### config.mk
export PLATFORM = sky130hd
export DESIGN_NAME = pin_func_ctrl
export DESIGN_NICKNAME = d
export VERILOG_FILES = /design/src/rtl/pin_func_ctrl.sv
export SDC_FILE = /design/constraint.sdc
export NUM_CORES = 1
export LEC_CHECK = 0
export CORE_ASPECT_RATIO = 0.7
export CORE_MARGIN = 2
export CORE_UTILIZATION = 45
export CTS_CLUSTER_DIAMETER = 50
export DETAILED_ROUTE_END_ITERATION = 12
export PLACE_DENSITY_LB_ADDON = 0.12
export REMOVE_ABC_BUFFERS = 1
export SYNTH_ARGS = -nofsm -noshare
export SYNTH_HDL_FRONTEND = slang
export SYNTH_SLANG_ARGS = --single-unit
### constraint.sdc
create_clock -name clk -period 4.1 [get_ports clk]
set_clock_uncertainty 0.2 [all_clocks]
set_input_delay 0.82 -clock clk [delete_from_list [all_inputs] [get_ports clk]]
set_output_delay 0.82 -clock clk [all_outputs]
set_load 0.05 [all_outputs]
### src/rtl/pin_func_ctrl.sv
module pin_func_ctrl #(
  parameter int NPINS = 32,
  parameter int AW    = 4
) (
  input  logic               clk,
  input  logic               rst_n,
  input  logic               bus_we,
  input  logic [AW-1:0]      bus_addr,
  input  logic [NPINS-1:0]   bus_wdata,
  output logic [NPINS-1:0]   bus_rdata,
  output logic [2*NPINS-1:0] func_sel,
  output logic [NPINS-1:0]   gpio_own,
  output logic [NPINS-1:0]   pull_up,
  output logic [NPINS-1:0]   pull_dn,
  output logic [NPINS-1:0]   open_drain,
  output logic [NPINS-1:0]   schmitt_off
);
  localparam logic [AW-1:0] A_OWN_GPIO = AW'(0);
  localparam logic [AW-1:0] A_OWN_PER  = AW'(1);
  localparam logic [AW-1:0] A_OWN_STAT = AW'(2);
  localparam logic [AW-1:0] A_SEL_LO   = AW'(3);
  localparam logic [AW-1:0] A_SEL_HI   = AW'(4);
  localparam logic [AW-1:0] A_PU_ON    = AW'(5);
  localparam logic [AW-1:0] A_PU_OFF   = AW'(6);
  localparam logic [AW-1:0] A_PU_STAT  = AW'(7);
  localparam logic [AW-1:0] A_PD_ON    = AW'(8);
  localparam logic [AW-1:0] A_PD_OFF   = AW'(9);
  localparam logic [AW-1:0] A_PD_STAT  = AW'(10);
  localparam logic [AW-1:0] A_OD_ON    = AW'(11);
  localparam logic [AW-1:0] A_OD_OFF   = AW'(12);
  localparam logic [AW-1:0] A_OD_STAT  = AW'(13);
  localparam logic [AW-1:0] A_SCHMITT  = AW'(14);
  localparam logic [AW-1:0] A_LAST     = AW'(14);

  logic [NPINS-1:0] own_q, sel_lo_q, sel_hi_q, pu_q, pd_q, od_q, st_q;

  always_ff @(posedge clk or negedge rst_n) begin
    if (!rst_n) begin
      own_q    <= '1;
      sel_lo_q <= '0;
      sel_hi_q <= '0;
      pu_q     <= '1;
      pd_q     <= '0;
      od_q     <= '0;
      st_q     <= '0;
    end else if (bus_we) begin
      case (bus_addr)
        A_OWN_GPIO: own_q    <= own_q | bus_wdata;
        A_OWN_PER:  own_q    <= own_q & ~bus_wdata;
        A_SEL_LO:   sel_lo_q <= bus_wdata;
        A_SEL_HI:   sel_hi_q <= bus_wdata;
        A_PU_ON: begin
          pu_q <= pu_q | bus_wdata;
          pd_q <= pd_q & ~bus_wdata;
        end
        A_PU_OFF:   pu_q     <= pu_q & ~bus_wdata;
        A_PD_ON: begin
          pd_q <= pd_q | bus_wdata;
          pu_q <= pu_q & ~bus_wdata;
        end
        A_PD_OFF:   pd_q     <= pd_q & ~bus_wdata;
        A_OD_ON:    od_q     <= od_q | bus_wdata;
        A_OD_OFF:   od_q     <= od_q & ~bus_wdata;
        A_SCHMITT:  st_q     <= bus_wdata;
        default: ;
      endcase
    end
  end

  for (genvar i = 0; i < NPINS; i++) begin : g_sel
    assign func_sel[2*i +: 2] = {sel_hi_q[i], sel_lo_q[i]};
  end

  assign gpio_own    = own_q;
  assign pull_up     = pu_q;
  assign pull_dn     = pd_q;
  assign open_drain  = od_q;
  assign schmitt_off = st_q;

  always_comb begin
    case (bus_addr)
      A_OWN_STAT: bus_rdata = own_q;
      A_SEL_LO:   bus_rdata = sel_lo_q;
      A_SEL_HI:   bus_rdata = sel_hi_q;
      A_PU_STAT:  bus_rdata = pu_q;
      A_PD_STAT:  bus_rdata = pd_q;
      A_OD_STAT:  bus_rdata = od_q;
      A_SCHMITT:  bus_rdata = st_q;
      default:    bus_rdata = '0;
    endcase
  end

  AST_PULL_EXCL: assert property (@(posedge clk) disable iff (!rst_n)
    (pull_up & pull_dn) == '0);

  AST_PD_DROPS_PU: assert property (@(posedge clk) disable iff (!rst_n)
    (bus_we && bus_addr == A_PD_ON) |=> (pull_up & $past(bus_wdata)) == '0);

  AST_PERIPH_TAKE: assert property (@(posedge clk) disable iff (!rst_n)
    (bus_we && bus_addr == A_OWN_PER) |=> (gpio_own & $past(bus_wdata)) == '0);

  AST_OWN_KEEP: assert property (@(posedge clk) disable iff (!rst_n)
    (bus_we && bus_addr == A_OWN_PER) |=>
      (gpio_own & ~$past(bus_wdata)) == ($past(gpio_own) & ~$past(bus_wdata)));

  AST_PU_SET: assert property (@(posedge clk) disable iff (!rst_n)
    (bus_we && bus_addr == A_PU_ON) |=> (pull_up & $past(bus_wdata)) == $past(bus_wdata));

  AST_IDLE_HOLD: assert property (@(posedge clk) disable iff (!rst_n)
    (!bus_we || bus_addr > A_LAST) |=>
      ($stable(gpio_own) && $stable(func_sel) && $stable(pull_up) &&
       $stable(pull_dn) && $stable(open_drain) && $stable(schmitt_off)));
endmodule

==> results.ini <==
[finish]
layout.nets=1290
final_common_cell=clkdlybuf4s50_1
areaGrowthSynthToFinish_pct=36.4
nFillCells=2088
fin_util=0.626
drive_above_1_share=0.282
diodes=0
mostFrequentLayoutCells=clkdlybuf4s50_1 (256), dfrtp_1 (160), mux2_2 (146), a22oi_1 (96), dfstp_2 (64)
seq_area_mm2=0.00569
multi_input_area_mm2=0.00536

[clock_network]
cts_resized=0
cts_tree=done
htreeDepth=1
cts_root_buf=clkbuf_16
worstSkewPairLatency_ns=0.54
clkSlewWorstSetupHoldPaths_ns=0.06
postCtsSetupRepairBufs=0
clock-sinks=224
cts_hold_buf=0
cts_buffers=26
clockBufferDepth=3

[routing]
finalWirelength_um=43600
drtIter0Drc=996
firstDrtPassIters=5
viasPerCell=6.57
drc_errors=0
drtAntennaViolNets=0
routedWlPerCell_um=27.2
vias=10500

[worst_setup_path]
worst_ep_required_time_ns=3.08
arrival_ns=2.82
critPathMaxFanout=12
cpLargestDelayFamily=simple AND/OR/NAND/NOR gates
critPathLaunchType=primary input
rr_worst_depth=2
worstPathCellList=buf_2 -> nor2_1 -> a22oi_1 -> o221ai_1 -> buf_12
ff2ff_setup_slack_ns=2.85
worst-path-buf-inv=2
cp_slowest_cell=nor2_1
max_stage_delay_ns=0.97
worstSetupEndpointType=primary output
critPathKind=in -> out

[timing]
finalHoldViolations=0
rsz0062_at_grt=false
fin_hold_ws_ns=0.0668
fmax_mhz=260
slew_headroom=0.166
tightest_slew_ns=1.25
finalSetupViolCount=0
min_period_ns=3.84
drv_slew=0
finalCritPeriodShare=0.937

[grt]
use_met2=0.452
antenna_found_initial=0
met3_usage=0.0667
overflow=0
grt_max_degree=84
grt_usage=0.309
grt_pass1_wl_um=65200
grt_pass1_vias=10200
grt-busiest-layer=met1
met1_usage=0.470

[synthesis]
synth_cell_types=44
yosysWarnings=0
syn_avg_cell_area_um2=11.5
ys_seq_area_frac=0.482
yosysTopAreaCellShare=0.339
synth_cells=1025
syn-cell-area_mm2=0.0118
synthArstFlopShare=1.00
synthFlopType=dfrtp_1
synthTopCellsByArea=dfrtp_1 (34%), dfstp_2 (14%), mux2_2 (14%)
ys_ff_latch=224
synth-edff-count=0
synth_area_leader_cell=dfrtp_1

[placed_design]
dp_hpwl_um=27700
gp_congestion=0.810
io_buffers=294

[floorplan]
chipHeight_um=140
core_area_mm2=0.0257
initial_core_util=0.458
rows=49
dieArea_mm2=0.0276
die_x_um=198
io_pins=295

[hold_path]
hp-class=in -> async

[power_and_ir_drop]
ir_worst_vdd_mv=0.406
cellPowerDensity_mw_per_mm2=611
p_leak_nw=6.45

[status]
status=finished clean

[flow_run]
maxCapViolCount=0

[report_power, final]
part           total (mW)  switching, mW  internal [mW]  leakage [nW]
clock network        2.27          0.957           1.31         0.408
logic                4.29           2.77           1.52          3.44
registers            3.28          0.457           2.82          2.60
total                9.83           4.18           5.65          6.45
[Yosys cell counts (27+ instances only)]
| cell | n |
|---|---|
| o221ai_1 | 27 |
| a32oi_1 | 50 |
| a22o_1 | 30 |
| o211ai_1 | 37 |
| clkbuf_1 | 70 |
| dfrtp_1 | 160 |
| dfstp_2 | 64 |
| inv_1 | 41 |
| mux2_2 | 146 |
| a21oi_1 | 32 |
| o2111ai_1 | 32 |
| a31oi_1 | 32 |
| a22oi_1 | 96 |
| buf_2 | 58 |
[layer usage]
metal	wire [um]	vias to the layer above
met1	19600	5361
met5	0	-
met2	19000	619
met4	806	0
met3	4230	69
li1	-	4477
[worst max-delay path by stage]
stage / start / endpoint / slack, ns / depth (start not counted)
floorplan: bus_addr[1] / flop / -2.43 / 3
global placement: bus_addr[1] / bus_rdata[1] / 0.29 / 5
detailed placement: bus_addr[1] / bus_rdata[28] / 0.31 / 5
CTS: bus_addr[1] / bus_rdata[28] / 0.30 / 5
global route: bus_addr[1] / bus_rdata[28] / 0.18 / 5
finish: bus_addr[1] / bus_rdata[28] / 0.26 / 5
[per-stage QoR]
| stage | power (mW) | instances | setup TNS (ns) | instance area (um2) | worst slack, ns |
|---|---|---|---|---|---|
| after detailed placement | 7.57 | 1554 | 0 | 15300 | 0.314 |
| after floorplan | 5.84 | 881 | -80.03 | 11100 | -2.43 |
| after CTS | 9.85 | 1602 | 0 | 16100 | 0.300 |
| final | 9.83 | 1602 | 0 | 16100 | 0.259 |
| after global placement | 7.54 | 1554 | 0 | 15300 | 0.291 |
| after global routing | 10.2 | 1602 | 0 | 16100 | 0.185 |
[area by class of cell]
class / count / share of cell area
inverters: 41 / 0.00955
multi-input cells: 616 / 0.333
well taps: 331 / 0.0257
flip-flops and latches: 224 / 0.353
repair buffers: 342 / 0.227
clock inverters: 10 / 0.00598
clock buffers: 38 / 0.0457
[cell families (layout without fill, tap and decap cells)]
kind of cell	after synthesis	count (layout)	share of synthesized area
simple gates	89	89	0.0582
buf+inv	185	431	0.0720
mux	154	154	0.147
xor+xnor	1	1	0.00138
compound gates	372	372	0.240
flops	224	224	0.482
Note: power is estimated with default switching activity, not from simulation.
